$ cat src/rtl/spi_seq_pkg.sv
package spi_seq_pkg;
  // Strobes from the control side to the state datapath
  typedef struct packed {
    logic tick;   // selected source tick this cycle
    logic step;   // divider interval complete: advance the state
    logic clear;  // hold state at zero
  } seqStrobe_t;
endpackage

$ cat src/rtl/spiSeqSync.sv
module spiSeqSync #(
  parameter int STAGES = 2
) (
  input  logic clk,
  input  logic rstN,
  input  logic din,
  output logic dout
);
  logic [STAGES-1:0] chain;

  always_ff @(posedge clk or negedge rstN) begin
    if (!rstN) chain[0] <= 1'b0;
    else       chain[0] <= din;
  end

  generate
    for (genvar i = 1; i < STAGES; i++) begin : g_stage
      always_ff @(posedge clk or negedge rstN) begin
        if (!rstN) chain[i] <= 1'b0;
        else       chain[i] <= chain[i-1];
      end
    end
  endgenerate

  assign dout = chain[STAGES-1];
endmodule

$ cat src/rtl/spiSeqCtrl.sv
module spiSeqCtrl
  import spi_seq_pkg::*;
#(
  parameter int DIV_W       = 8,
  parameter int SYNC_STAGES = 2
) (
  input  logic             clk,
  input  logic             rstN,
  input  logic             phaseIn,
  input  logic             extClkIn,
  input  logic             extSel,
  input  logic             busy,
  input  logic [DIV_W-1:0] divisor,
  output seqStrobe_t       strb
);
  logic phaseSync, extSync;
  logic phasePrev, extPrev;
  logic phaseFall, extRise, srcTick;
  logic [DIV_W-1:0] divCnt;
  logic divHit;

  spiSeqSync #(.STAGES(SYNC_STAGES)) u_phSync (
    .clk(clk), .rstN(rstN), .din(phaseIn), .dout(phaseSync));
  spiSeqSync #(.STAGES(SYNC_STAGES)) u_exSync (
    .clk(clk), .rstN(rstN), .din(extClkIn), .dout(extSync));

  always_ff @(posedge clk or negedge rstN) begin
    if (!rstN) begin
      phasePrev <= 1'b0;
      extPrev   <= 1'b0;
    end else begin
      phasePrev <= phaseSync;
      extPrev   <= extSync;
    end
  end

  assign phaseFall = phasePrev & ~phaseSync;
  assign extRise   = extSync & ~extPrev;
  assign srcTick   = extSel ? extRise : phaseFall;

  // Divider: with divisor 0, divCnt stays 0 and matches on every tick
  assign divHit = (divCnt == divisor);

  always_ff @(posedge clk or negedge rstN) begin
    if (!rstN)              divCnt <= '0;
    else if (!busy)         divCnt <= '0;
    else if (srcTick) begin
      if (divHit)           divCnt <= '0;
      else                  divCnt <= divCnt + 1'b1;
    end
  end

  assign strb.tick  = srcTick;
  assign strb.step  = busy & srcTick & divHit;
  assign strb.clear = ~busy;

  p_div_clear_r5: assert property (@(posedge clk) disable iff (!rstN)
    !busy |=> (divCnt == '0));
  p_bypass_every_tick_r3: assert property (@(posedge clk) disable iff (!rstN)
    (busy && srcTick && divisor == '0) |-> strb.step);
  p_ext_ignored_r2: assert property (@(posedge clk) disable iff (!rstN)
    (!extSel && extRise && !phaseFall) |-> !strb.tick);
endmodule

$ cat src/rtl/spiSeqPath.sv
module spiSeqPath
  import spi_seq_pkg::*;
#(
  parameter int LAST_STATE = 16,
  parameter int ST_W       = 5
) (
  input  logic            clk,
  input  logic            rstN,
  input  seqStrobe_t      strb,
  input  logic            cpol,
  output logic [ST_W-1:0] stateNum,
  output logic            advance,
  output logic            done,
  output logic            sclk
);
  localparam logic [ST_W-1:0] LAST   = ST_W'(LAST_STATE);
  localparam logic [ST_W-1:0] PENULT = ST_W'(LAST_STATE - 1);

  logic atEnd, bump;

  assign atEnd = (stateNum == LAST);
  assign bump  = strb.step & ~atEnd;

  always_ff @(posedge clk or negedge rstN) begin
    if (!rstN) begin
      stateNum <= '0;
      advance  <= 1'b0;
      done     <= 1'b0;
    end else if (strb.clear) begin
      stateNum <= '0;
      advance  <= 1'b0;
      done     <= 1'b0;
    end else begin
      advance <= bump;
      done    <= bump & (stateNum == PENULT);
      if (bump) stateNum <= stateNum + 1'b1;
    end
  end

  assign sclk = stateNum[0] ^ cpol;

  p_idle_zero_r5: assert property (@(posedge clk) disable iff (!rstN)
    strb.clear |=> (stateNum == '0));
  p_step_by_one_r9: assert property (@(posedge clk) disable iff (!rstN)
    advance |-> (stateNum == ST_W'($past(stateNum) + 1'b1)));
  p_done_at_end_r7: assert property (@(posedge clk) disable iff (!rstN)
    done |-> (advance && stateNum == LAST));
  p_state_cap_r6: assert property (@(posedge clk) disable iff (!rstN)
    stateNum <= LAST);
  p_hold_at_end_r6: assert property (@(posedge clk) disable iff (!rstN)
    (atEnd && !strb.clear) |=> (atEnd && !advance));
  p_sclk_rest_r8: assert property (@(posedge clk) disable iff (!rstN)
    (stateNum == '0) |-> (sclk == cpol));
endmodule

$ cat src/rtl/spi_bitclk_seq.sv
module spi_bitclk_seq
  import spi_seq_pkg::*;
#(
  parameter int BIT_COUNT   = 8,
  parameter int DIV_W       = 8,
  parameter int SYNC_STAGES = 2,
  localparam int LAST_STATE = 2 * BIT_COUNT,
  localparam int ST_W       = $clog2(LAST_STATE + 1)
) (
  input  logic             clk,
  input  logic             rstN,
  input  logic             phaseIn,
  input  logic             extClkIn,
  input  logic             extSel,
  input  logic             busy,
  input  logic [DIV_W-1:0] divisor,
  input  logic             cpol,
  output logic             sclk,
  output logic [ST_W-1:0]  stateNum,
  output logic             advance,
  output logic             done
);
  seqStrobe_t strb;

  spiSeqCtrl #(.DIV_W(DIV_W), .SYNC_STAGES(SYNC_STAGES)) u_ctrl (
    .clk(clk), .rstN(rstN), .phaseIn(phaseIn), .extClkIn(extClkIn),
    .extSel(extSel), .busy(busy), .divisor(divisor), .strb(strb));

  spiSeqPath #(.LAST_STATE(LAST_STATE), .ST_W(ST_W)) u_path (
    .clk(clk), .rstN(rstN), .strb(strb), .cpol(cpol),
    .stateNum(stateNum), .advance(advance), .done(done), .sclk(sclk));

  p_reset_idle_r1: assert property (@(posedge clk)
    !rstN |=> (stateNum == '0 && !advance && !done));
endmodule

$ cat config.mk
export PLATFORM = sky130hd
export DESIGN_NAME = spi_bitclk_seq
export DESIGN_NICKNAME = d
export VERILOG_FILES = /design/src/rtl/spi_seq_pkg.sv /design/src/rtl/spiSeqSync.sv /design/src/rtl/spiSeqCtrl.sv /design/src/rtl/spiSeqPath.sv /design/src/rtl/spi_bitclk_seq.sv
export SDC_FILE = /design/constraint.sdc
export NUM_CORES = 1
export LEC_CHECK = 0
export BUFFER_PORTS_ARGS = -buffer_cell sky130_fd_sc_hd__buf_2
export CAP_MARGIN = 25
export CORE_ASPECT_RATIO = 0.75
export CORE_MARGIN = 1
export CORE_UTILIZATION = 50
export DETAILED_ROUTE_END_ITERATION = 6
export PLACE_DENSITY = 0.75
export SYNTH_ARGS = -nofsm -noshare
export SYNTH_HDL_FRONTEND = slang
export SYNTH_SLANG_ARGS = --single-unit
$ cat constraint.sdc
create_clock -name clk -period 2.09 [get_ports clk]
set_input_delay 0.1045 -clock clk [delete_from_list [all_inputs] [get_ports clk]]
set_output_delay 0.1045 -clock clk [all_outputs]
set_load 0.02 [all_outputs]
Yosys cells after proc, flatten, opt, wreduce, memory -nomap -nowiden

Cells that the tools add are included.

Bitwise operators: 10
Div/mod/pow operators: 0
$mul: 0
Mux-type cells: 8
Reductions and logical operators: 0
Shift operators: 0
Order comparisons: 0
Eq/ne operators: 5
$add $sub $neg: 2

Operator list:

| operator                                                               | number |
|---|---|
| 8-bit two-way mux                                                      | 3 |
| 5-bit two-way mux                                                      | 2 |
| 8-bit by 1-bit adder with 8-bit output (second input constant)         | 1 |
| 8-bit equality test                                                    | 1 |
| 1-bit AND                                                              | 6 |
| 5-bit by 1-bit adder with 5-bit output (second input constant)         | 1 |
| 5-bit by 4-bit equality test with 1-bit output (second input constant) | 1 |
| 5-bit equality test (second input constant)                            | 1 |
| 2-bit by 1-bit != test with 1-bit output (second input constant)       | 2 |
| 1-bit two-way mux                                                      | 3 |
| 1-bit inverter                                                         | 3 |
| 1-bit bitwise XOR                                                      | 1 |

Input port bits: 15
Output and inout port bits: 8
Memories: 0
Register bits after elaboration: 21
Memory bits (writable): 0
Latch bits: 0
Memory bits (read-only): 0
Word-level logic and storage cells: 35

Depth between registers and ports, before layout

Gate-level depths: netlist (run 1).

Depth after elaboration: 8
Mapped depth: 6
Gate-level depth less buffers: 6

Cells and area by module

From an unflattened synthesis (run 1), not the netlist that was laid out.

Cells, all modules: 100
Area total of the unflattened synthesis: 1119.8 um2

By module, submodules not included:

| module     | cells each | area an instance (um2) | times used | seq. area each (um2) |
|---|---|---|---|---|
| spiSeqCtrl | 58         | 625.6                  | 1          | 250.2 |
| spiSeqPath | 38         | 394.1                  | 1          | 175.2 |
| spiSeqSync | 2          | 50.0                   | 2          | 50.0 |

Worst setup path after synthesis (run 1)

Ideal clock, no wire load.

Kind: register to register
Start: register u_ctrl.u_phSync.chain[1], in the netlist u_ctrl.u_phSync.dout
End: register u_ctrl.divCnt[3]
Library setup time: 0.087 ns
Path buffers: 1
Clock period less this slack: 1.777 ns
Path slack: 0.313 ns
Required time: 2.003 ns
Data arrival time: 1.690 ns
Stages on the path, launching flop included: 7
Cells stage by stage: dfrtp_1 -> or3b_1 -> a21boi_2 -> a21bo_2 -> buf_6 -> or3_1 -> o211ai_1

Word-level cells in the longest chain between the ends: 4

RTL lines:

| item                                                      | RTL line         | text |
|---|---|---|
| from (decl)                                               | spiSeqSync.sv:9  | `logic [STAGES-1:0] chain;` |
| from (signal, indexed assignment)                         | spiSeqSync.sv:20 | `else chain[i] <= chain[i-1];` |
| 1-bit inverter                                            | spiSeqCtrl.sv:37 | `assign phaseFall = phasePrev & ~phaseSync;` |
| 1-bit AND                                                 | spiSeqCtrl.sv:37 |  |
| 1-bit two-way mux                                         | spiSeqCtrl.sv:39 | `assign srcTick = extSel ? extRise : phaseFall;` |
| 2-bit by 1-bit != test with 1-bit output (no source line) | -                |  |
| to (signal assigned)                                      | spiSeqCtrl.sv:49 | `else divCnt <= divCnt + 1'b1;` |
| to (decl)                                                 | spiSeqCtrl.sv:19 | `logic [DIV_W-1:0] divCnt;` |

No other way between the ends.
A chain may end at the register's enable or synchronous reset.

Final worst setup path (run 1)

Start: register u_ctrl.u_phSync.chain[1], in the netlist u_ctrl.u_phSync.dout
End: register u_path.stateNum[3]

Word-level cells in the longest chain between the ends: 7

RTL lines:

| item                                                      | RTL line         | text |
|---|---|---|
| 1-bit inverter                                            | spiSeqCtrl.sv:37 |  |
| 1-bit AND                                                 | spiSeqCtrl.sv:37 |  |
| 1-bit two-way mux                                         | spiSeqCtrl.sv:39 |  |
| 1-bit AND (2 in series)                                   | spiSeqCtrl.sv:54 | `assign strb.step = busy & srcTick & divHit;` |
| 1-bit AND                                                 | spiSeqPath.sv:22 | `assign bump = strb.step & ~atEnd;` |
| 2-bit by 1-bit != test with 1-bit output (no source line) | -                |  |
| to (signal assigned)                                      | spiSeqPath.sv:36 | `if (bump) stateNum <= stateNum + 1'b1;` |
| to (decl)                                                 | spiSeqPath.sv:11 | `output logic [ST_W-1:0] stateNum,` |

No other way between the ends.

==> results.tsv, run 1 <==
metric	value	unit
outcome	finished clean	
DP Wirelength	1.43	mm
CP endpoint	u_path.stateNum[3]$_DFFE_PN0P_	
simple-gate share of the synthesized area	20.5	%
worst vdd ir	467	uV
crit start category	flop	
Yosys warning total	0	
CP Launch Point	u_ctrl.u_phSync.dout$_DFF_PN0_	
Mapped Area	0.00107	mm2
first-pass GRT wire length	3.49	mm
xor/xnor cell area share of the yosys netlist	8.96	%
Residual DRC	0	
fin area	0.00126	mm2
CTS-repair resized insts	0	
crit path kind	flop to flop	
vias in the first global route	781	
share of layout cells above drive strength 1	25.0	%
Global Route Usage Sum	19.6	%
Cell variety after synth	36	
number of fill cells	182	
CP bufs+invs	0	
Post-synth EDFFs	0	
post-route clock skew	3.08	ps
global route total overflow	0	
Setup TNS	0	ps
Fmax	519	MHz
largest stage delay on the critical path	490	ps
cell row count	14	
Finish-stage setup viols	0	
CP max FO	4	
initial core utilization	53.4	%
clk root buf	clkbuf_4	
FFs w/ async S/R, synth	100	%
initial antenna violation count	0	
Final Max Slew Viols	0	
Final #Nets	148	
internal reg-to-reg setup slack	160	ps
dominant cells by area after synthesis	dfrtp_1, xor2_1, nand2_1	
worst reg2reg path depth	5	
Synth area leader	dfrtp_1	
largest net degree at the start of global routing	22	
number of cells on the critical path	5	
Power Total	691	uW
min Tclk post-route	1930	ps
register bit total from synthesis	21	
PortBufs	22	
Worst Path Required	2350	ps
Slew @ Worst Pin	529	ps
Post-CTS Setup Inserts	0	
die height	42.2	um
final hold vios	0	
commonest non-fill, non-tap cell in the layout	buf_2	
H-tree levels	1	
# hold bufs at CTS	3	
register area share after synthesis	48.9	%
R2R Path Start	u_ctrl.u_phSync.dout$_DFF_PN0_	
average size of a mapped cell	10.5	um2
RSZ-0062 raised after global routing	no	
Worst setup EP type	flop	
vias post-DR	818	
share of the synthesized area in the top cell type	48.9	%
Post-Syn Instances	102	
worst slack, placed	189	ps
Max Cap Viol	0	
Post-DRT Antenna Nets	0	
WHS	103	ps
Storage cell area	526	um2
Worst Path Arrival	2180	ps
crit-path leading delay family	simple AND/OR/NAND/NOR gates	
Routed WL	1.97	mm
core area	0.00201	mm2
DR WL/cell	12.9	um
die width	55.5	um
DRT iter0 DRCs	17	
CTS tree	built	
I/O pins	23	
cell chain of the critical path	or3b_1 > a21boi_2 > o31ai_1 > or4_1 > a21boi_1	
Cell Area, Placed	0.00120	mm2
period utilization	92.1	%
clk slew on worst S/H paths	120	ps
Clock Path Buffers	2	
Hold WC Path Type	primary input to flop	
CTS Sinks	21	
mux cell area share after synthesis	3.73	%
1st-pass router iterations	4	
die area	0.00234	mm2
Num CTS Buffers	3	
Pwr Density	550	mW/mm2
largest family of logic cells by synthesized area	simple AND/OR/NAND/NOR gates	
post-synthesis adder-cell area fraction	4.66	%
ant diodes	0	
RePlAce Congestion	0.760	
Synth Area in Compound Gates	10.1	%
CP max stage cell	or4_1	
Post-Syn Nets	121	
commonest cells after routing, fill and taps aside	buf_2, dfrtp_1, nand2_1	
Area Overhead vs Synth	16.9	%
Synth Flop Type	dfrtp_1	
Leak Pwr	0.000595	uW
Worst Slack Setup Final	164	ps
DR vias/cell	5.38	
slew margin rel.	64.4	%
worst reg2reg endpoint	u_path.stateNum[3]$_DFFE_PN0P_	
area occupied by multi-input gates	515	um2
Clock Latency Late Sink	320	ps
==> synth_stat cells (all sizes together), types with 2 or more instances <==
cell type   n
and3        3
mux2i       4
nand3       4
xor2        9
o21ai       3
nand2b      2
nor4        2
xnor2       2
a21boi      2
o31ai       2
buf         2
dfrtp      21
nor3        2
ha          4
nand2      17
nor2        4
inv         4
==> metal layers <==
layer / vias to the layer above / track usage [%] / share of wire, %
met5: - / 0 / 0
met4: 0 / 3.50 / 0.36
met3: 2 / 6.48 / 4.9
met2: 20 / 32.3 / 49
met1: 393 / 25.7 / 46
li1: 403 / - / -
==> registers in the layout (all words and copies together), names as in the netlist <==
signal / flops
u_ctrl.u_exSync.chain: 1
u_path.stateNum: 5
u_path.advance: 1
u_ctrl.extPrev: 1
u_ctrl.u_phSync.chain: 1
u_ctrl.divCnt: 8
u_ctrl.u_exSync.dout: 1
u_ctrl.phasePrev: 1
u_ctrl.u_phSync.dout: 1
u_path.done: 1
==> report_power, final <==
part           internal, uW  switching (uW)  leakage [uW]  total (uW)
Clock                  73.3             135     0.0000139         209
Sequential              414            6.02      0.000279         420
Combinational          26.9            35.0      0.000303        61.9
==> through the flow <==
step | utilization, % | std cells
after floorplan | - | 102
after global placement | 59.4 | 145
after detailed placement | 59.4 | 145
after CTS | 62.4 | 152
after global routing | 62.4 | 152
final | 62.4 | 152
==> worst min-delay path, cell delays in order <==
cell and delay (ps):
buf_2 160, nand2_1 70, mux2i_1 60
==> worst min-delay path by stage <==
stage | start | endpoint | slack, ps | cells after the start
floorplan | rstN | u_ctrl.divCnt[0]$_DFFE_PN0P_ | -190 | 0
global placement | rstN | u_path.done$_DFF_PN0_ | 80 | 1
detailed placement | rstN | u_path.done$_DFF_PN0_ | 80 | 1
CTS | busy | u_path.stateNum[1]$_DFFE_PN0P_ | 110 | 3
global route | busy | u_path.stateNum[3]$_DFFE_PN0P_ | 110 | 2
finish | busy | u_path.stateNum[4]$_DFFE_PN0P_ | 100 | 3
==> cell families (layout without fill, tap and decap cells) <==
kind of cell	Yosys count	in the layout
mux	4	4
simple gates	41	41
buf+inv	7	33
xor+xnor	11	11
compound gates	14	14
fa+ha+maj	4	4
flops	21	21
==> layout make-up <==
| cell class | instances | area share (%) |
|---|---|---|
| Tap cell | 24 | 2.39 |
| Timing Repair Buffer | 25 | 11.2 |
| Clock inverter | 1 | 0.598 |
| Inverter | 4 | 1.20 |
| Sequential cell | 21 | 41.8 |
| Multi-Input combinational cell | 74 | 41.0 |
| Clock buffer | 3 | 1.79 |
(Power assumes the default switching activity.)
==> run 2: changes to the inputs <==
==> constraint.sdc (replaced) <==
create_clock -name clk -period 2.09 [get_ports clk]
set_input_delay 0.418 -clock clk [delete_from_list [all_inputs] [get_ports clk]]
set_output_delay 0.418 -clock clk [all_outputs]
set_load 0.02 [all_outputs]
==> results.tsv, run 2 (synthesis gave the netlist of run 1 again) <==
metric	value	unit	change
commonest non-fill, non-tap cell in the layout	buf_2		
Routed WL	1.87	mm	-4.7%
combinational share of power	8.4	%	-0.6 points
largest stage delay on the critical path	480	ps	about the same
Post-DRT Antenna Nets	0		unchanged
Reg power frac	62.8	%	+2.0 points
DRT iter0 DRCs	15		-2
Max Cap Viol	0		unchanged
max reg flops	8		unchanged
Area Overhead vs Synth	14.6	%	
CTS tree	built		
sw power	160	uW	-9.1%
vias post-DR	793		-3.1%
Global Route Usage Sum	19.1	%	-0.49 points
CTS Sinks	21		unchanged
first-pass GRT wire length	3.26	mm	-6.5%
crit start category	flop		
cell row count	14		unchanged
Residual DRC	0		unchanged
vias in the first global route	719		-7.9%
final core area utilization	61.1	%	-1.2 points
Largest Register	u_ctrl.divCnt		
worst vdd ir	583	uV	+25%
largest net degree at the start of global routing	22		unchanged
Pwr Density	543	mW/mm2	-1.2%
Fmax	526	MHz	+1.2%
CTS-repair resized insts	0		unchanged
outcome	finished clean		
worst reg2reg path depth	5		unchanged
die height	42.2	um	unchanged
1st-pass router iterations	4		unchanged
final hold vios	0		unchanged
DP Wirelength	1.43	mm	+0.43%
slew margin rel.	64.8	%	+0.38 points
Final Max Slew Viols	0		unchanged
CP max stage cell	or4_1		
PortBufs	22		unchanged
RSZ-0062 raised after global routing	no		
core area	0.00201	mm2	unchanged
cell chain of the critical path	or3b_1 > a21boi_2 > o31ai_1 > or4_1 > a21boi_1		
die area	0.00234	mm2	unchanged
R2R Path Start	u_ctrl.u_phSync.dout$_DFF_PN0_		
internal reg-to-reg setup slack	190	ps	+20 ps
Leak Pwr	0.000591	uW	-0.77%
global route total overflow	0		unchanged
Finish-stage setup viols	0		unchanged
Largest regs	u_ctrl.divCnt: 8 flops, u_path.stateNum: 5 flops		
DR WL/cell	12.5	um	-3.5%
Net Sw Frac	24.0	%	-1.6 points
commonest cells after routing, fill and taps aside	buf_2, dfrtp_1, nand2_1		
initial core utilization	53.4	%	unchanged
Num CTS Buffers	3		unchanged
Final #Nets	146		-1.4%
Slew @ Worst Pin	524	ps	-5.72 ps
Worst Path Arrival	2150	ps	-30 ps
Clock Path Buffers	2		unchanged
RePlAce Congestion	0.756		-0.51%
clock share of power	28.9	%	-1.3 points
clk root buf	clkbuf_4		
Clock Latency Late Sink	310	ps	about the same
Post-CTS Setup Inserts	0		unchanged
H-tree levels	1		unchanged
initial antenna violation count	0		unchanged
worst reg2reg endpoint	u_path.stateNum[3]$_DFFE_PN0P_		
I/O pins	23		unchanged
Hold WC Path Type	primary input to asynchronous set/reset pin		
min Tclk post-route	1900	ps	-22.9 ps
Setup TNS	0	ps	unchanged
clk slew on worst S/H paths	110	ps	about the same
die width	55.5	um	unchanged
Worst setup EP type	flop		
CP max FO	4		unchanged
share of layout cells above drive strength 1	26.2	%	+1.2 points
post-route clock skew	4.32	ps	+1.24 ps
crit path kind	flop to flop		
DR vias/cell	5.29		-1.8%
ant diodes	0		unchanged
period utilization	91.0	%	-1.1 points
Internal Power	509	uW	-1.1%
Worst Path Required	2330	ps	-20 ps
# hold bufs at CTS	0		-3
run 2: cell count changes in the layout (fill, tap and decap cells not counted):
cell,delta
clkinvlp_4,-1
dlygate4sd3_1,-3
clkinv_2,+1
buf_4,+1
run 2: area by class of cell:
type / count / area, um2
clock buffers: 3 / 22.5
clock inverters: 1 / 5.00
fillers: 168 / 783
inverters: 4 / 15.0
multi-input cells: 74 / 515
flip-flops and latches: 21 / 526
well taps: 24 / 30.0
repair buffers: 23 / 118
run 2: worst max path at each step:
| stage | startpoint | to | slack (ps) | cells past startpoint |
|---|---|---|---|---|
| detailed placement | extSel | u_path.stateNum[3]$_DFFE_PN0P_ | 70 | 6 |
| CTS | u_ctrl.u_phSync.dout$_DFF_PN0_ | u_path.stateNum[3]$_DFFE_PN0P_ | 170 | 5 |
| floorplan | extSel | u_ctrl.divCnt[3]$_DFFE_PN0P_ | 270 | 6 |
| global placement | extSel | u_path.stateNum[3]$_DFFE_PN0P_ | 130 | 6 |
| finish | u_ctrl.u_phSync.dout$_DFF_PN0_ | u_path.stateNum[3]$_DFFE_PN0P_ | 190 | 5 |
| global route | u_ctrl.divCnt[3]$_DFFE_PN0P_ | u_path.stateNum[1]$_DFFE_PN0P_ | 70 | 6 |
run 2: through the flow:
stage / cell area, um2 / total power, uW / hold slack (ps) / std cells / setup WS [ps]
2_1_floorplan: 1070 / 458 / 122 / 102 / 268
3_3_place_gp: 1200 / 483 / 341 / 146 / 131
3_5_place_dp: 1200 / 485 / 342 / 146 / 72.1
4_1_cts: 1230 / 688 / 44.2 / 150 / 169
5_1_grt: 1230 / 707 / 69.3 / 150 / 71.9
6_report: 1230 / 669 / 42.3 / 150 / 187
run 2: worst max-delay path: cells and delay by family (launching register included):
kind,cells,cell delay (ps)
compound gates,3,560
flops,1,390
simple gates,2,880
run 2: routing by layer:
layer | track usage, % | vias up | part of all wire (%)
met3 | 6.79 | 5 | 4.1
met4 | 9.00 | 0 | 1.8
met2 | 27.7 | 15 | 44
met1 | 25.7 | 371 | 50
met5 | 0 | - | 0
li1 | - | 402 | -
run 2: power by group through the flow:
stage / sequential, uW / clock, uW / combinational, uW
final: 420 / 193 / 56.0
after global routing: 422 / 222 / 63.3
after CTS: 420 / 210 / 57.2
after detailed placement: 428 / 0 / 57.1
after global placement: 428 / 0 / 55.6
after floorplan: 427 / 0 / 31.6
==> run 3: changes to the inputs <==
==> constraint.sdc (replaced) <==
create_clock -name clk -period 1.78 [get_ports clk]
set_input_delay 0.356 -clock clk [delete_from_list [all_inputs] [get_ports clk]]
set_output_delay 0.356 -clock clk [all_outputs]
set_load 0.02 [all_outputs]
==> results.tsv, run 3 (synthesis gave the netlist of run 1 again) <==
metric	value	unit	change
outcome	complete, but fails checks		
failing checks	negative setup slack		
max reg flops	8		unchanged
worst vdd ir	628	uV	+7.8%
DRT iter0 DRCs	23		+8
commonest non-fill, non-tap cell in the layout	buf_2		
Area Overhead vs Synth	33.1	%	
clk slew on worst S/H paths	110	ps	about the same
cell row count	14		unchanged
crit start category	flop		
initial antenna violation count	0		unchanged
Worst Path Required	2030	ps	-300 ps
largest stage delay on the critical path	500	ps	+20 ps
post-route clock skew	5.45	ps	+1.14 ps
Internal Power	617	uW	+21%
PortBufs	22		unchanged
sw power	199	uW	+24%
H-tree levels	1		unchanged
largest net degree at the start of global routing	22		unchanged
vias post-DR	911		+15%
clk root buf	clkbuf_4		
core area	0.00201	mm2	unchanged
min Tclk post-route	1810	ps	-94.7 ps
Finish-stage setup viols	1		+1
I/O pins	23		unchanged
CP max stage cell	or4_1		
Worst setup EP type	flop		
1st-pass router iterations	4		unchanged
Cell Area, Placed	0.00129	mm2	+7.5%
Routed WL	2.39	mm	+28%
final core area utilization	71.0	%	+9.9 points
worst slack, placed	-177	ps	-249 ps
Placed Cells	158		+8.2%
Clock Latency Late Sink	310	ps	about the same
ant diodes	0		unchanged
Slew @ Worst Pin	468	ps	-55.9 ps
final hold vios	0		unchanged
Final Max Slew Viols	0		unchanged
RSZ-0062 raised after global routing	yes		
RePlAce Congestion	0.787		+4.2%
slew margin rel.	68.8	%	+4.0 points
period utilization	102	%	+11 points
DRT met1 WL	1.02	mm	+9.1%
CP max FO	3		-1
Global Route Usage Sum	21.9	%	+2.8 points
cell chain of the critical path	or3b_4 > a21boi_4 > o31ai_2 > or4_1 > a21boi_2		
commonest cells after routing, fill and taps aside	buf_2, dfrtp_1, buf_4		
Largest Register	u_ctrl.divCnt		
Post-DRT Antenna Nets	0		unchanged
die area	0.00234	mm2	unchanged
Clock Path Buffers	2		unchanged
Worst Path Arrival	2050	ps	-100 ps
fin area	0.00143	mm2	+16%
share of layout cells above drive strength 1	39.0	%	+13 points
first-pass GRT wire length	3.92	mm	+20%
Num CTS Buffers	3		unchanged
die height	42.2	um	unchanged
Max Cap Viol	0		unchanged
area occupied by multi-input gates	562	um2	+9.0%
DP Wirelength	1.69	mm	+18%
combinational share of power	12.0	%	+3.6 points
Largest regs	u_ctrl.divCnt: 8 flops, u_path.stateNum: 5 flops		
Fmax	553	MHz	+5.2%
DR vias/cell	5.36		+1.4%
number of fill cells	152		-9.5%
Net Sw Frac	24.4	%	+0.40 points
Final #Nets	166		+14%
Leak Pwr	0.000717	uW	+21%
clock share of power	27.7	%	-1.2 points
CTS tree	built		
Pwr Density	570	mW/mm2	+4.9%
Storage cell area	526	um2	unchanged
Hold WC Path Type	primary input to flop		
initial core utilization	53.4	%	unchanged
max layer used	met4		
Residual DRC	0		unchanged
DR WL/cell	14.1	um	+13%
Reg power frac	60.2	%	-2.6 points
vias in the first global route	916		+27%
die width	55.5	um	unchanged
metal3 WL	134	um	+76%
CTS Sinks	21		unchanged
global route total overflow	0		unchanged
crit path kind	flop to flop		
Worst Slack Setup Final	-28.2	ps	-215 ps
Power Total	816	uW	+22%
post-route insts no fill	170		+13%
met2 routed WL	1.23	mm	+48%
run 3: worst max-delay path: cells and delay by family (launching register included):
family | cells | cell delay, ps
AND/OR/NAND/NOR | 2 | 890
AO/OA/AOI/OAI | 3 | 450
flip-flops | 1 | 400
run 3: power groups by stage:
stage | Clock, uW | Sequential, uW | Combinational [uW]
final | 226 | 491 | 98.1
after global routing | 257 | 492 | 108
after CTS | 231 | 491 | 90.6
after detailed placement | 0 | 501 | 80.7
after global placement | 0 | 501 | 77.4
after floorplan | 0 | 501 | 37.1
run 3: per-stage QoR:
stage / hold WS [ps] / TNS [ps]
floorplan: 60.4 / 0
global placement: 334 / -252
detailed placement: 336 / -863
CTS: 145 / 0
global route: 127 / -200
finish: 149 / -28.2
run 3: final cells by class:
class,count,area share [%]
clock buffer,3,1.57
sequential,21,36.7
inverter,4,1.05
multi-input combinational,74,39.3
timing repair buffer,43,18.9
tap,24,2.10
clock inverter,1,0.350
run 3: per-layer routing:
layer  global-route usage, %  vias up
met1                    28.7      443
li1                        -      439
met4                    6.50        0
met5                       0        -
met3                    7.41        2
met2                    34.9       27
run 3: repair_timing:
| item | in CTS | in global routing |
|---|---|---|
| hold buffers | 1 | 0 |
| gates resized for setup | 3 | 6 |
| pin swaps | 6 | 3 |
| setup buffers | 3 | 4 |
| hold endpoints to repair | 21 | 0 |
| setup endpoints to repair | 8 | 8 |
run 3: final timing paths:
kind / start / cells after the start / slack (ps) / end
max in group asynchronous: rstN / 2 / 930 / u_ctrl.divCnt[0]$_DFFE_PN0P_
hold / removal: phaseIn / 1 / 150 / u_ctrl.u_phSync.chain[0]$_DFF_PN0_
setup / recovery: u_ctrl.u_phSync.dout$_DFF_PN0_ / 5 / -30 / u_path.stateNum[3]$_DFFE_PN0P_
setup reg to reg: u_ctrl.u_phSync.dout$_DFF_PN0_ / 5 / -30 / u_path.stateNum[3]$_DFFE_PN0P_
hold reg to reg: u_ctrl.u_phSync.chain[0]$_DFF_PN0_ / 0 / 360 / u_ctrl.u_phSync.dout$_DFF_PN0_
min in group asynchronous: rstN / 2 / 520 / u_path.done$_DFF_PN0_
